### src/rtl/adcf_pkg.sv
package adcf_pkg;

    // Index of each host pin in the synchronized vectors
    localparam int unsigned PIN_CS  = 0;
    localparam int unsigned PIN_FS  = 1;
    localparam int unsigned PIN_SCK = 2;
    localparam int unsigned PIN_CNT = 3;

    typedef enum logic [1:0] {
        SEQ_IDLE  = 2'd0,
        SEQ_FRAME = 2'd1,
        SEQ_CONV  = 2'd2
    } seq_state_e;

    // One-cycle events produced by the sequencer
    typedef struct packed {
        logic frame_start;
        logic sclk_rise;
        logic cs_rise;
        logic conv_end;
        logic abort;
    } seq_evt_t;

    function automatic logic fell(input logic now, input logic prev);
        return prev & ~now;
    endfunction

    function automatic logic rose(input logic now, input logic prev);
        return ~prev & now;
    endfunction

endpackage

### src/rtl/adcf_sync.sv
module adcf_sync #(
    parameter int unsigned N      = 3,
    parameter int unsigned STAGES = 2,
    parameter logic [N-1:0] RST_VAL = '1
) (
    input  logic         clk,
    input  logic         rst,
    input  logic [N-1:0] din,
    output logic [N-1:0] lvl,
    output logic [N-1:0] prv
);

    for (genvar g = 0; g < N; g++) begin : g_pin
        logic [STAGES-1:0] chain;
        logic              prev_q;

        always_ff @(posedge clk) begin
            if (rst) begin
                chain  <= {STAGES{RST_VAL[g]}};
                prev_q <= RST_VAL[g];
            end else begin
                chain  <= {chain[STAGES-2:0], din[g]};
                prev_q <= chain[STAGES-1];
            end
        end

        assign lvl[g] = chain[STAGES-1];
        assign prv[g] = prev_q;
    end

endmodule

### src/rtl/adcf_frame_seq.sv
module adcf_frame_seq
    import adcf_pkg::*;
#(
    parameter int unsigned FRAME_CLKS = 16,
    parameter int unsigned WIN_OPEN   = 4,
    parameter int unsigned CONV_SCLKS = 30
) (
    input  logic               clk,
    input  logic               rst,
    input  logic [PIN_CNT-1:0] lvl,
    input  logic [PIN_CNT-1:0] prv,
    output seq_evt_t           evt,
    output logic               sample_win,
    output logic               conv_busy
);

    localparam int unsigned FCW = $clog2(FRAME_CLKS + 1);
    localparam int unsigned CCW = $clog2(CONV_SCLKS + 1);
    localparam logic [FCW-1:0] F_WIN_LAST = FCW'(WIN_OPEN - 1);
    localparam logic [FCW-1:0] F_END_LAST = FCW'(FRAME_CLKS - 1);
    localparam logic [CCW-1:0] C_LAST     = CCW'(CONV_SCLKS - 1);

    seq_state_e     state_q;
    logic [FCW-1:0] fcnt_q;
    logic [CCW-1:0] ccnt_q;
    logic           win_q;

    logic cs_fall, cs_rise, fs_fall, sck_fall, sck_rise;
    logic start, abort, conv_end;

    assign cs_fall  = fell(lvl[PIN_CS],  prv[PIN_CS]);
    assign cs_rise  = rose(lvl[PIN_CS],  prv[PIN_CS]);
    assign fs_fall  = fell(lvl[PIN_FS],  prv[PIN_FS]);
    assign sck_fall = fell(lvl[PIN_SCK], prv[PIN_SCK]);
    assign sck_rise = rose(lvl[PIN_SCK], prv[PIN_SCK]);

    // Frame start: CS fall with FS high, or FS fall with CS low
    assign start = (state_q == SEQ_IDLE) &&
                   ((cs_fall && lvl[PIN_FS]) || (fs_fall && !lvl[PIN_CS]));
    assign abort    = cs_rise && (state_q != SEQ_IDLE);
    assign conv_end = (state_q == SEQ_CONV) && !cs_rise && sck_fall &&
                      (ccnt_q == C_LAST);

    always_ff @(posedge clk) begin
        if (rst) begin
            state_q <= SEQ_IDLE;
            fcnt_q  <= '0;
            ccnt_q  <= '0;
            win_q   <= 1'b0;
        end else begin
            unique case (state_q)
                SEQ_IDLE: begin
                    if (start) begin
                        state_q <= SEQ_FRAME;
                        fcnt_q  <= '0;
                    end
                end
                SEQ_FRAME: begin
                    if (cs_rise) begin
                        state_q <= SEQ_IDLE;
                        win_q   <= 1'b0;
                    end else if (sck_fall) begin
                        fcnt_q <= fcnt_q + 1'b1;
                        if (fcnt_q == F_WIN_LAST) begin
                            win_q <= 1'b1;
                        end
                        if (fcnt_q == F_END_LAST) begin
                            win_q   <= 1'b0;
                            state_q <= SEQ_CONV;
                            ccnt_q  <= '0;
                        end
                    end
                end
                SEQ_CONV: begin
                    if (cs_rise || conv_end) begin
                        state_q <= SEQ_IDLE;
                    end else if (sck_fall) begin
                        ccnt_q <= ccnt_q + 1'b1;
                    end
                end
                default: state_q <= SEQ_IDLE;
            endcase
        end
    end

    always_comb begin
        evt.frame_start = start;
        evt.sclk_rise   = sck_rise;
        evt.cs_rise     = cs_rise;
        evt.conv_end    = conv_end;
        evt.abort       = abort;
    end

    assign sample_win = win_q;
    assign conv_busy  = (state_q == SEQ_CONV);

endmodule

### src/rtl/adcf_sdo_shift.sv
module adcf_sdo_shift
    import adcf_pkg::*;
#(
    parameter int unsigned FRAME_CLKS = 16,
    parameter int unsigned RES_W      = 12
) (
    input  logic             clk,
    input  logic             rst,
    input  seq_evt_t         evt,
    input  logic [RES_W-1:0] res_hold,
    input  logic             res_valid,
    output logic             sdo_oe,
    output logic             sdo_data
);

    localparam int unsigned PAD = FRAME_CLKS - RES_W;
    localparam int unsigned RCW = $clog2(FRAME_CLKS + 1);
    localparam logic [RCW-1:0] R_LAST = RCW'(FRAME_CLKS);

    logic [FRAME_CLKS-1:0] sh_q;
    logic [FRAME_CLKS-1:0] load_word;
    logic [RCW-1:0]        rcnt_q;
    logic                  oe_q;

    // Result left-justified, padding bits zero; invalid result sends zeros
    assign load_word = res_valid ? {res_hold, {PAD{1'b0}}} : '0;

    always_ff @(posedge clk) begin
        if (rst) begin
            sh_q   <= '0;
            rcnt_q <= '0;
            oe_q   <= 1'b0;
        end else if (evt.frame_start) begin
            sh_q   <= load_word;
            rcnt_q <= '0;
            oe_q   <= 1'b1;
        end else if (evt.cs_rise) begin
            oe_q <= 1'b0;
        end else if (evt.sclk_rise && oe_q) begin
            if (rcnt_q == R_LAST) begin
                oe_q <= 1'b0;
            end else begin
                if (rcnt_q != '0) begin
                    sh_q <= {sh_q[FRAME_CLKS-2:0], 1'b0};
                end
                rcnt_q <= rcnt_q + 1'b1;
            end
        end
    end

    assign sdo_oe   = oe_q;
    assign sdo_data = oe_q & sh_q[FRAME_CLKS-1];

endmodule

### src/rtl/adcf_result_hold.sv
module adcf_result_hold
    import adcf_pkg::*;
#(
    parameter int unsigned RES_W = 12
) (
    input  logic             clk,
    input  logic             rst,
    input  seq_evt_t         evt,
    input  logic [RES_W-1:0] conv_result,
    output logic [RES_W-1:0] res_hold,
    output logic             res_valid,
    output logic             conv_done,
    output logic             pwr_down
);

    always_ff @(posedge clk) begin
        if (rst) begin
            res_hold  <= '0;
            res_valid <= 1'b0;
            conv_done <= 1'b0;
            pwr_down  <= 1'b1;
        end else if (evt.conv_end) begin
            res_hold  <= conv_result;
            res_valid <= 1'b1;
            conv_done <= 1'b1;
            pwr_down  <= 1'b1;
        end else if (evt.abort) begin
            res_valid <= 1'b0;
            conv_done <= 1'b0;
            pwr_down  <= 1'b1;
        end else if (evt.frame_start) begin
            conv_done <= 1'b0;
            pwr_down  <= 1'b0;
        end
    end

endmodule

### src/rtl/adc_serial_frame.sv
module adc_serial_frame
    import adcf_pkg::*;
#(
    parameter int unsigned RES_W       = 12,
    parameter int unsigned FRAME_CLKS  = 16,
    parameter int unsigned WIN_OPEN    = 4,
    parameter int unsigned CONV_CLKS   = 14,
    parameter int unsigned OVERHEAD    = 2,
    parameter int unsigned SYNC_STAGES = 2
) (
    input  logic             clk,
    input  logic             rst,
    input  logic             cs_n,
    input  logic             fs,
    input  logic             sclk,
    input  logic [RES_W-1:0] conv_result,
    output logic             sdo_data,
    output logic             sdo_oe,
    output logic             sample_win,
    output logic             conv_busy,
    output logic             conv_done,
    output logic             data_valid,
    output logic             pwr_down
);

    // Conversion clock is sclk/2, so each conversion clock spans two sclks
    localparam int unsigned CONV_SCLKS = 2 * CONV_CLKS + OVERHEAD;
    localparam logic [PIN_CNT-1:0] PIN_RST = PIN_CNT'(3'b011);

    logic [PIN_CNT-1:0] pins_raw, pins_lvl, pins_prv;
    seq_evt_t           evt;
    logic [RES_W-1:0]   res_hold;

    always_comb begin
        pins_raw          = '0;
        pins_raw[PIN_CS]  = cs_n;
        pins_raw[PIN_FS]  = fs;
        pins_raw[PIN_SCK] = sclk;
    end

    adcf_sync #(
        .N       (PIN_CNT),
        .STAGES  (SYNC_STAGES),
        .RST_VAL (PIN_RST)
    ) u_sync (
        .clk (clk),
        .rst (rst),
        .din (pins_raw),
        .lvl (pins_lvl),
        .prv (pins_prv)
    );

    adcf_frame_seq #(
        .FRAME_CLKS (FRAME_CLKS),
        .WIN_OPEN   (WIN_OPEN),
        .CONV_SCLKS (CONV_SCLKS)
    ) u_seq (
        .clk        (clk),
        .rst        (rst),
        .lvl        (pins_lvl),
        .prv        (pins_prv),
        .evt        (evt),
        .sample_win (sample_win),
        .conv_busy  (conv_busy)
    );

    adcf_sdo_shift #(
        .FRAME_CLKS (FRAME_CLKS),
        .RES_W      (RES_W)
    ) u_shift (
        .clk       (clk),
        .rst       (rst),
        .evt       (evt),
        .res_hold  (res_hold),
        .res_valid (data_valid),
        .sdo_oe    (sdo_oe),
        .sdo_data  (sdo_data)
    );

    adcf_result_hold #(
        .RES_W (RES_W)
    ) u_hold (
        .clk         (clk),
        .rst         (rst),
        .evt         (evt),
        .conv_result (conv_result),
        .res_hold    (res_hold),
        .res_valid   (data_valid),
        .conv_done   (conv_done),
        .pwr_down    (pwr_down)
    );

endmodule

### config.mk
export PLATFORM = sky130hd
export DESIGN_NAME = adc_serial_frame
export DESIGN_NICKNAME = d
export VERILOG_FILES = /design/src/rtl/adcf_pkg.sv /design/src/rtl/adcf_sync.sv /design/src/rtl/adcf_frame_seq.sv /design/src/rtl/adcf_sdo_shift.sv /design/src/rtl/adcf_result_hold.sv /design/src/rtl/adc_serial_frame.sv
export SDC_FILE = /design/constraint.sdc
export NUM_CORES = 1
export LEC_CHECK = 0
export ABC_AREA = 1
export CAP_MARGIN = 20
export CORE_MARGIN = 2
export CORE_UTILIZATION = 25
export DETAILED_ROUTE_END_ITERATION = 8
export PLACE_DENSITY = 0.43
export REMOVE_ABC_BUFFERS = 1
export SLEW_MARGIN = 20
export SYNTH_ARGS = -nofsm -noshare
export SYNTH_HDL_FRONTEND = slang
export SYNTH_SLANG_ARGS = --single-unit
### constraint.sdc
create_clock -name clk -period 2.05 [get_ports clk]
set_input_delay 0.41 -clock clk [delete_from_list [all_inputs] [get_ports clk]]
set_output_delay 0.41 -clock clk [all_outputs]
set_load 0.03 [all_outputs]
==> metrics.md, run 1 <==
| Metric | Value |
|---|---|
| Outcome | `finished, final reports clean` |
| Share of cells above drive strength 1 | `0.08376` |
| Post-CTS Setup Inserts | `0` |
| Syn Inst Count | `368` |
| DIE HEIGHT | `104.4 um` |
| Sequential share of the synthesized area | `0.4367` |
| Slew Viols, Final | `0` |
| # port buffers | `23` |
| Drt first pass iters | `4` |
| RSZ-0062 raised after global routing | `no` |
| Critical Path RT | `1.64 ns` |
| PwrDens | `640.3 nW/um2` |
| Critical path class | `reg -> out` |
| H-tree levels | `2` |
| Final #Nets | `416` |
| Vias/cell | `4.182` |
| Synthesized flop and latch total | `55` |
| Max cap viols | `0` |
| Peak VDD IR | `0.2536 mV` |
| Die area | `10900 um2` |
| DP HPWL | `3888 um` |
| Hold Crit Start | `u_sync.g_pin[1].chain[0]` |
| Final Setup Violations | `0` |
| Simple-gate share of the synthesized area | `0.3325` |
| Critical-path maximum fanout | `5` |
| Worst-Skew Late Latency | `0.31 ns` |
| Gr usage total | `0.1034` |
| Worst setup SP type | `register` |
| TritonCTS clock tree | `yes` |
| Wire per inst | `10.28 um` |
| Initial DRC Count | `101` |
| Mean Syn Cell Area | `6.851 um2` |
| Critical path origin | `u_shift.sdo_oe` |
| Maximum clock insertion buffer count | `2` |
| # DRC | `0` |
| Compound-cell area share of the yosys netlist | `0.1022` |
| Clk root buf | `clkbuf_8` |
| Die Wd | `104.4 um` |
| Crit. End Element | `primary output` |
| Hold Crit Class | `reg -> reg` |
| Clk slew on worst S/H paths | `0.10 ns` |
| Fmax | `523.2 MHz` |
| Synth warn | `0` |
| Post-synthesis mux area share | `0` |
| Max-slew headroom | `0.7789` |
| Initial antenna violation count | `0` |
| Gr ovfl total | `0` |
| Clock Skew | `0.009418 ns` |
| XOR/XNOR Fraction of Synth Area | `0.01390` |
| Initial core utilization | `0.2579` |
| Synthesized-area fraction occupied by adder cells | `0.02978` |
| RR Startpoint | `u_seq.fcnt_q[0]` |
| # IOs | `24` |
| Vias | `2204` |
| Core ar. | `9774 um2` |
| Worst Tran Pin Value | `0.3309 ns` |
| Row count | `36` |
| Yosys cell types | `27` |
| Endpoints failing hold | `0` |
| Pin count of the biggest net entering global routing | `24` |
| # clock sinks | `55` |
| First-pass GRT wire length | `9163 um` |
| Final antenna-violating net count | `0` |
| Vias in the first global route | `1956` |
| Design area | `2990 um2` |
| Final WL | `5416 um` |
| Post-place instance area | `2903 um2` |
| Leakage | `0.001241 uW` |
| Largest family of logic cells by synthesized area | `simple AND/OR/NAND/NOR gates` |
| Cts bufs inserted | `5` |
| Layout area overhead | `18.61%` |
| Final worst-path cycle share | `0.9323` |
| Routability Congestion | `0.7253` |
| N_diodes | `0` |
| Fin Setup TNS | `0 ns` |
| Worst path arrival time | `1.50 ns` |
| Mapped cell area | `2521 um2` |
| Final worst path period need | `1.911 ns` |
==> worst paths after layout <==
kind | end | slack, ns | depth (start not counted)
max | sdo_data | 0.14 | 3
min | u_sync.g_pin[1].chain[1] | 0.42 | 1
max reg2reg | u_seq.ccnt_q[1] | 0.35 | 12
min reg2reg | u_sync.g_pin[1].chain[1] | 0.42 | 1
==> cells in the mapped netlist <==
cell type	count	share of area
nand4_2	1	0.0050
or2_2	6	0.015
inv_1	30	0.045
nor3_1	1	0.0020
o21ai_0	10	0.020
nand4_1	3	0.0074
o211ai_1	2	0.0060
ha_1	6	0.030
o22ai_1	1	0.0025
inv_2	6	0.0089
nor2_1	73	0.11
o2111ai_1	1	0.0035
buf_2	3	0.0060
nand2_1	94	0.14
buf_4	2	0.0060
o21bai_1	1	0.0030
clkbuf_1	6	0.0089
nand3_1	21	0.042
nor3b_1	1	0.0030
xnor2_1	2	0.0069
a21oi_1	16	0.032
xor2_1	2	0.0069
o21ai_1	18	0.036
buf_6	2	0.0089
dfxtp_1	55	0.44
nor2_2	4	0.0099
clkinv_1	1	0.0015
==> critical path: stages, from the launching register on <==
cell	delay [ns]
dfxtp_1	0.42
nand2_1	0.07
inv_1	0.05
clkdlybuf4s50_1	0.65
==> state kept, by name, summed over array words and instances (netlist names) <==
signal / cells
u_sync.g_pin.chain: 6
u_seq.state_q: 2
u_seq.ccnt_q: 5
u_hold.conv_done: 1
u_hold.pwr_down: 1
u_shift.rcnt_q: 5
u_shift.sh_q: 12
u_hold.res_valid: 1
u_hold.res_hold: 12
u_sync.g_pin.prev_q: 3
u_shift.sdo_oe: 1
u_seq.sample_win: 1
u_seq.fcnt_q: 5
==> cell usage in the layout (no fill, tap or decap) <==
cell type | synthesis | layout
nor3_1 | 1 | 1
o211ai_1 | 2 | 2
nand4_2 | 1 | 1
clkinv_2 | 0 | 1
clkdlybuf4s50_1 | 0 | 22
o2111ai_1 | 1 | 1
o22ai_1 | 1 | 1
ha_1 | 6 | 6
o21ai_1 | 18 | 18
nand2_1 | 94 | 94
nand4_1 | 3 | 3
o21bai_1 | 1 | 1
nor2_1 | 73 | 73
nor3b_1 | 1 | 1
clkinvlp_4 | 0 | 2
inv_2 | 6 | 6
dlygate4sd2_1 | 0 | 1
clkinv_1 | 1 | 1
xnor2_1 | 2 | 2
dfxtp_1 | 55 | 55
xor2_1 | 2 | 2
nor2_2 | 4 | 4
a21oi_1 | 16 | 16
inv_1 | 30 | 30
or2_2 | 6 | 6
nand3_1 | 21 | 21
o21ai_0 | 10 | 10
clkbuf_8 | 0 | 5
buf_4 | 2 | 8
==> repair_timing <==
item | 4_1_cts | 5_1_grt
gates resized for setup | 1 | 0
hold buffers | 0 | 0
setup endpoints to repair | 1 | 0
==> per-stage QoR <==
step / utilization / hold slack (ns) / std cells / power (uW) / setup WS (ns)
floorplan: - / 0.3883 / 355 / 1250 / 0.2559
global route: 0.3059 / 0.4320 / 527 / 2018 / 0.07157
detailed placement: 0.2970 / 0.3923 / 519 / 1332 / 0.2843
CTS: 0.3059 / 0.4168 / 527 / 1949 / 0.1203
global placement: 0.2970 / 0.3935 / 519 / 1330 / 0.3059
finish: 0.3059 / 0.4163 / 527 / 1915 / 0.1387
==> layout make-up <==
cell class                      instances  area [um2]
Clock buffer                            5       68.82
Multi-Input combinational cell        263        1206
Inverter                               37       138.9
Fill cell                            1106        6784
Timing Repair Buffer                   31       289.0
Sequential cell                        55        1101
Tap cell                              133       166.4
Clock inverter                          3       20.02
==> power breakdown <==
| part | switching [uW] | total (uW) | internal (uW) |
|---|---|---|---|
| Clock | 371 | 610 | 239 |
| Sequential | 19.4 | 1120 | 1100 |
| Combinational | 107 | 188 | 80.9 |
| Total | 498 | 1910 | 1420 |
==> per-layer routing <==
metal	track usage	wire length (um)
met5	0	0
met2	0.1541	2330
met3	0.02381	180
met1	0.1459	2823
met4	0.03475	82
==> kinds of logic (layout without fill, tap and decap cells) <==
group	Yosys count	after routing
flops	55	55
buf+inv	50	76
fa+ha+maj	6	6
simple gates	204	204
xor+xnor	4	4
compound gates	49	49
(Power assumes the default switching activity.)
==> run 2, diff against run 1 <==
--- a/config.mk
+++ b/config.mk
@@ -12,6 +12,7 @@
 export DETAILED_ROUTE_END_ITERATION = 8
 export PLACE_DENSITY = 0.43
 export REMOVE_ABC_BUFFERS = 1
+export SETUP_SLACK_MARGIN = 0.2
 export SLEW_MARGIN = 20
 export SYNTH_ARGS = -nofsm -noshare
 export SYNTH_HDL_FRONTEND = slang
==> metrics.md, run 2 (same netlist as run 1, synthesis figures left out) <==
| Metric | Value |
|---|---|
| Gr usage total | `0.1034 (unchanged)` |
| Fin Setup TNS | `0 ns (unchanged)` |
| Worst-Skew Late Latency | `0.31 ns (about the same)` |
| Maximum clock insertion buffer count | `2 (unchanged)` |
| Core ar. | `9774 um2 (unchanged)` |
| N_diodes | `0 (unchanged)` |
| Post-CTS Hold Buffers | `0 (unchanged)` |
| Most common cell after layout, fill and taps aside | `nand2_1` |
| Final Setup Violations | `0 (unchanged)` |
| Final worst-path cycle share | `0.8741 (-0.05826)` |
| RR Startpoint | `u_seq.fcnt_q[0]` |
| Max-slew headroom | `0.7785 (about the same)` |
| Initial DRC Count | `96 (-5.0%)` |
| Vias/cell | `4.165 (-0.41%)` |
| DP HPWL | `3888 um (unchanged)` |
| Uppermost layer routed | `met4` |
| Initial antenna violation count | `0 (unchanged)` |
| Share of cells above drive strength 1 | `0.08376 (unchanged)` |
| Clk root buf | `clkbuf_8` |
| Drt first pass iters | `4 (unchanged)` |
| Critical Path RT | `1.64 ns (about the same)` |
| Post-CTS sizing | `3 (+2)` |
| Hold Crit Class | `reg -> reg` |
| Leakage | `0.001248 uW (+0.59%)` |
| Post-CTS Setup Inserts | `0 (unchanged)` |
| Slew Viols, Final | `0 (unchanged)` |
| Max cap viols | `0 (unchanged)` |
| Endpoints failing hold | `0 (unchanged)` |
| Critical path origin | `u_seq.state_q[1]` |
| Worst Tran Pin Value | `0.3310 ns (+0.00004578 ns)` |
| Vias | `2195 (-0.41%)` |
| Critical-path maximum fanout | `4 (-1)` |
| Worst setup SP type | `register` |
| First-pass GRT wire length | `9163 um (unchanged)` |
| PwrDens | `640.2 nW/um2 (about the same)` |
| TritonCTS clock tree | `yes` |
| Critical path class | `reg -> out` |
| Crit. End Element | `primary output` |
| Gr ovfl total | `0 (unchanged)` |
| Row count | `36 (unchanged)` |
| Vias in the first global route | `1956 (unchanged)` |
| Routability Congestion | `0.7253 (unchanged)` |
| Biggest regs | `u_hold.res_hold (12), u_shift.sh_q (12), u_sync.g_pin.chain (6)` |
| Worst path arrival time | `1.38 ns (-0.12 ns)` |
| Hold_ws | `0.4163 ns (+0.00004300 ns)` |
| Clock Skew | `0.009142 ns (-0.0002764 ns)` |
| Met3 wire len | `159 um (-12%)` |
| # IOs | `24 (unchanged)` |
| Initial core utilization | `0.2579 (unchanged)` |
| Routed wl met2 | `2355 um (+1.1%)` |
| Final antenna-violating net count | `0 (unchanged)` |
| Final #Nets | `416 (unchanged)` |
| Wire per inst | `10.31 um (+0.31%)` |
| Cts bufs inserted | `5 (unchanged)` |
| Peak VDD IR | `0.2539 mV (+0.11%)` |
| Met1 Wirelength | `2835 um (+0.43%)` |
| # port buffers | `23 (unchanged)` |
| Final worst path period need | `1.792 ns (-0.1194 ns)` |
| Outcome | `finished, final reports clean` |
| Most frequent cells in the layout | `nand2_1 (94), nor2_1 (73), dfxtp_1 (55)` |
| Layout area overhead | `18.76%` |
| Fmax | `558.1 MHz (+6.7%)` |
| Pin count of the biggest net entering global routing | `24 (unchanged)` |
| Die area | `10900 um2 (unchanged)` |
| Hold Crit Start | `u_sync.g_pin[1].chain[0]` |
| RSZ-0062 raised after global routing | `yes` |
| # clock sinks | `55 (unchanged)` |
| H-tree levels | `2 (unchanged)` |
| Final WL | `5433 um (+0.31%)` |
| Clk slew on worst S/H paths | `0.10 ns (about the same)` |
| DIE HEIGHT | `104.4 um (unchanged)` |
| # DRC | `0 (unchanged)` |
| Die Wd | `104.4 um (unchanged)` |
==> run 2: cell count changes in the layout (fill, tap and decap cells not counted) <==
cell and change:
dlygate4sd2_1 +1, nor2_4 +1, clkdlybuf4s15_1 +1, clkdlybuf4s50_1 -2
nor2_2 -1
==> run 2: per-layer routing <==
metal | vias to the layer above | track usage
met5 | - | 0
met4 | 0 | 0.03475
met3 | 6 | 0.02381
met2 | 21 | 0.1541
met1 | 962 | 0.1459
li1 | 1206 | -
==> run 2: worst paths after layout <==
check,end,slack (ns),cells past startpoint
min,u_sync.g_pin[1].chain[1],0.42,1
min reg2reg,u_sync.g_pin[1].chain[1],0.42,1
max reg2reg,u_seq.ccnt_q[1],0.40,12
max,conv_busy,0.26,3
==> run 2: worst max-delay path, stage by stage, from the launching register on <==
cell and delay, ns:
dfxtp_1 0.40, inv_2 0.05, nor2_1 0.21, clkdlybuf4s15_1 0.41
==> run 2: report_power, final <==
part           internal (uW)  switching, uW  total (uW)
Sequential              1100           19.4        1120
Combinational           80.8            108         189
Clock                    239            372         611
Total                   1420            500        1920
==> run 2: per-stage QoR <==
stage               instances  instance area, um2  power (uW)  setup WS [ns]    util
floorplan                 355                2446        1250         0.2559       -
global placement          519                2903        1330         0.3059  0.2970
detailed placement        519                2903        1332         0.2843  0.2970
CTS                       527                2988        1948         0.2245  0.3057
global route              527                2994        2019         0.1653  0.3063
finish                    527                2994        1917         0.2582  0.3063
==> run 2: area by class of cell <==
cell class                      count  area, um2
Clock buffer                        5      68.82
Clock inverter                      3      20.02
Fill cell                        1106       6780
Inverter                           37      138.9
Multi-Input combinational cell    263       1211
Sequential cell                    55       1101
Tap cell                          133      166.4
Timing Repair Buffer               31      287.8
==> run 3, diff against run 2 <==
--- a/config.mk
+++ b/config.mk
@@ -8,12 +8,13 @@
 export ABC_AREA = 1
 export CAP_MARGIN = 20
 export CORE_MARGIN = 2
-export CORE_UTILIZATION = 25
+export CORE_UTILIZATION = 40
 export DETAILED_ROUTE_END_ITERATION = 8
-export PLACE_DENSITY = 0.43
+export PLACE_DENSITY = 0.61
 export REMOVE_ABC_BUFFERS = 1
 export SETUP_SLACK_MARGIN = 0.2
 export SLEW_MARGIN = 20
 export SYNTH_ARGS = -nofsm -noshare
 export SYNTH_HDL_FRONTEND = slang
+export SYNTH_HIERARCHICAL = 1
 export SYNTH_SLANG_ARGS = --single-unit
==> metrics.md, run 3 <==
| Metric | Value |
|---|---|
| Outcome | `finished, final reports clean` |
| DP HPWL | `3650 um (-6.1%)` |
| Sequential share of the synthesized area | `0.3930 (-0.04369)` |
| TritonCTS clock tree | `yes` |
| Max-slew headroom | `0.6655 (-0.1130)` |
| Synthesized flop and latch total | `55 (unchanged)` |
| Synth warn | `6 (+6)` |
| # clock sinks | `55 (unchanged)` |
| Routability Congestion | `0.8945 (+23%)` |
| Layout area overhead | `11.17%` |
| Post-place instance area | `3032 um2 (+4.4%)` |
| Worst setup SP type | `register` |
| Hold Crit Class | `reg -> reg` |
| Mapped cell area | `2801 um2 (+11%)` |
| Compound-cell area share of the yosys netlist | `0.09513 (-0.007101)` |
| Drt first pass iters | `4 (unchanged)` |
| FF/Latch Area | `1102 um2 (+0.11%)` |
| Hold Path Cell Cnt | `2 (+1)` |
| DIE HEIGHT | `87.69 um (-16%)` |
| Synthesized-area fraction occupied by adder cells | `0.02680 (-0.002979)` |
| Place WS | `0.2957 ns (+0.01139 ns)` |
| Max incr delay on CP | `0.69 ns (+0.28 ns)` |
| Simple-gate share of the synthesized area | `0.3484 (+0.01586)` |
| Fin Setup TNS | `0 ns (unchanged)` |
| Most common cell in the netlist | `nand2_1` |
| Slew Viols, Final | `0 (unchanged)` |
| Share of cells above drive strength 1 | `0.1582 (+0.07439)` |
| Peak VDD IR | `0.2698 mV (+6.3%)` |
| CP top delay family | `buffers and inverters` |
| Largest family of logic cells by synthesized area | `simple AND/OR/NAND/NOR gates` |
| Yosys top cell area share | `0.3930 (-0.04369)` |
| Final worst-path cycle share | `0.8676 (-0.006508)` |
| # port buffers | `23 (unchanged)` |
| Critical path class | `reg -> out` |
| Main flop type after synthesis | `dfxtp_1` |
| Maximum clock insertion buffer count | `2 (unchanged)` |
| Final WL | `5058 um (-6.9%)` |
| Most common cell after layout, fill and taps aside | `nand2_1` |
| Critical Path RT | `1.64 ns (about the same)` |
| Wire per inst | `9.976 um (-3.2%)` |
| Yosys cell types | `31 (+15%)` |
| Hold Crit Start | `u_sync/g_pin[1].chain[0]` |
| Final antenna-violating net count | `0 (unchanged)` |
| Final #Nets | `433 (+4.1%)` |
| Vias in the first global route | `1983 (+1.4%)` |
| H-tree levels | `2 (unchanged)` |
| Clock Skew | `0.008097 ns (-0.001045 ns)` |
| Design area | `3114 um2 (+4.0%)` |
| Most frequent cells in the layout | `nand2_1 (115), nor2_1 (55), dfxtp_1 (54)` |
| Critical-path maximum fanout | `3 (-1)` |
| Max cap viols | `0 (unchanged)` |
| Syn Inst Count | `395 (+7.3%)` |
| Slowest-stage cell, CP | `clkdlybuf4s50_1` |
| Initial antenna violation count | `0 (unchanged)` |
| Post-synthesis mux area share | `0 (unchanged)` |
| Hold endpoint | `u_sync/g_pin[1].chain[1]` |
| Die Wd | `87.69 um (-16%)` |
| Worst path arrival time | `1.37 ns (about the same)` |
| N_diodes | `0 (unchanged)` |
| Row count | `30 (-17%)` |
| Worst Tran Pin Value | `0.5010 ns (+0.1701 ns)` |
| Most area-consuming cells after synthesis | `dfxtp_1 (39%), nand2_1 (15%), nor2_1 (7.4%)` |
| Die area | `7689 um2 (-29%)` |
| RSZ-0062 raised after global routing | `yes` |
| Fill cells | `700 (-37%)` |
| EDFF count, synth | `0 (unchanged)` |
| Async SR Flop Fraction | `0 (unchanged)` |
| Final worst path period need | `1.778 ns (-0.01334 ns)` |
| Biggest regs | `u_hold/res_hold (12), u_shift/sh_q (12), u_sync/g_pin.chain (6)` |
| Crit path cell chain | `clkdlybuf4s50_1` |
| # DRC | `0 (unchanged)` |
| Hold_ws | `0.4190 ns (+0.002678 ns)` |
| RR Startpoint | `u_seq/fcnt_q[1]` |
| Fin worst setup slack | `0.2715 ns (+0.01334 ns)` |
| Core ar. | `6794 um2 (-30%)` |
| Worst-Skew Late Latency | `0.31 ns (about the same)` |
| Final Setup Violations | `0 (unchanged)` |
| Reg2Reg Depth | `11 (-1)` |
| Top cells by count, synth | `nand2_1 (115), dfxtp_1 (55), nor2_1 (55), inv_1 (45), nand3_1 (18)` |
| First-pass GRT wire length | `8942 um (-2.4%)` |
| Cts bufs inserted | `5 (unchanged)` |
| Leakage | `0.001294 uW (+3.7%)` |
| Initial DRC Count | `116 (+21%)` |
| Mean Syn Cell Area | `7.092 um2 (+3.5%)` |
| Pin count of the biggest net entering global routing | `21 (-13%)` |
| Multi-input logic area | `1344 um2 (+11%)` |
| Worst path buffer plus inverter count | `1 (-1)` |
| Initial core utilization | `0.4123 (+0.1544)` |
| R2r endpoint | `u_seq/ccnt_q[2]` |
| Vias | `2239 (+2.0%)` |
| Gr ovfl total | `0 (unchanged)` |
| XOR/XNOR Fraction of Synth Area | `0.009379 (-0.004517)` |
| R2R setup slack | `0.39 ns (about the same)` |
| Crit. End Element | `primary output` |
| Gr usage total | `0.1443 (+0.04092)` |
| Clk slew on worst S/H paths | `0.10 ns (about the same)` |
| # IOs | `24 (unchanged)` |
| Fmax | `562.3 MHz (+0.75%)` |
| Endpoints failing hold | `0 (unchanged)` |
| PwrDens | `590.6 nW/um2 (-7.8%)` |
| Post-synth top area cell | `dfxtp_1` |
| Final Power | `1839 uW (-4.1%)` |
| Clk root buf | `clkbuf_8` |
| Vias/cell | `4.416 (+6.0%)` |
-- run 3: cell types whose count changed after synthesis, moves of 3 or more --
cell,before,now
inv_1,30,45
clkbuf_1,6,1
nand3_1,21,18
o21ai_1,18,1
nand2_4,0,9
nand2_2,0,11
o21ai_0,10,3
buf_4,2,15
nor2_1,73,55
a21oi_2,0,14
nand2_1,94,115
or2_2,6,0
-- run 3: repair_timing --
item | CTS | global route
hold buffers | 0 | 0
setup buffers | 0 | 0
resized for setup | 2 | 4
setup endpoints to repair | 2 | 13
-- run 3: final cells by class --
type	count	share of cell area
well taps	96	0.03857
clock inverters	3	0.004821
inverters	53	0.06509
flip-flops and latches	55	0.3540
clock buffers	5	0.02210
multi-input cells	267	0.4315
repair buffers	28	0.08397
-- run 3: kinds of logic (layout without fill, tap and decap cells) --
group | Yosys count | count (layout)
xor+xnor | 3 | 3
fa+ha+maj | 6 | 6
buf+inv | 73 | 89
flops | 55 | 55
compound gates | 40 | 40
simple gates | 218 | 218
-- run 3: worst max-delay path by stage --
| stage | start | to | slack, ns | cells past startpoint |
|---|---|---|---|---|
| 2_1_floorplan | u_seq/ccnt_q[0] | u_hold/res_hold[6] | 0.49 | 8 |
| 3_3_place_gp | rst | u_shift/sh_q[10] | 0.31 | 4 |
| 3_5_place_dp | u_seq/state_q[0] | conv_busy | 0.30 | 4 |
| 4_1_cts | u_seq/state_q[0] | conv_busy | 0.22 | 4 |
| 5_1_grt | u_sync/g_pin[0].chain[1] | u_shift/sh_q[8] | 0.19 | 10 |
| 6_report | u_shift/sdo_oe | sdo_oe | 0.27 | 1 |
-- run 3: routing by layer --
| layer | wire [um] | vias to the layer above | GRT usage |
|---|---|---|---|
| li1 | - | 1218 | - |
| met1 | 2663 | 987 | 0.2008 |
| met2 | 2209 | 32 | 0.2287 |
| met3 | 158 | 2 | 0.02922 |
| met4 | 26 | 0 | 0.03776 |
| met5 | 0 | - | 0 |
-- run 3: power breakdown --
group / switching (uW) / internal [uW] / total, uW
clock network: 352 / 235 / 588
registers: 12.4 / 1090 / 1100
logic: 83.6 / 65.8 / 149
total: 448 / 1390 / 1840
-- run 3: metrics by stage --
step | util | std cells
5_1_grt | 0.4584 | 507
6_report | 0.4584 | 507
2_1_floorplan | - | 375
3_3_place_gp | 0.4462 | 499
3_5_place_dp | 0.4462 | 499
4_1_cts | 0.4582 | 507
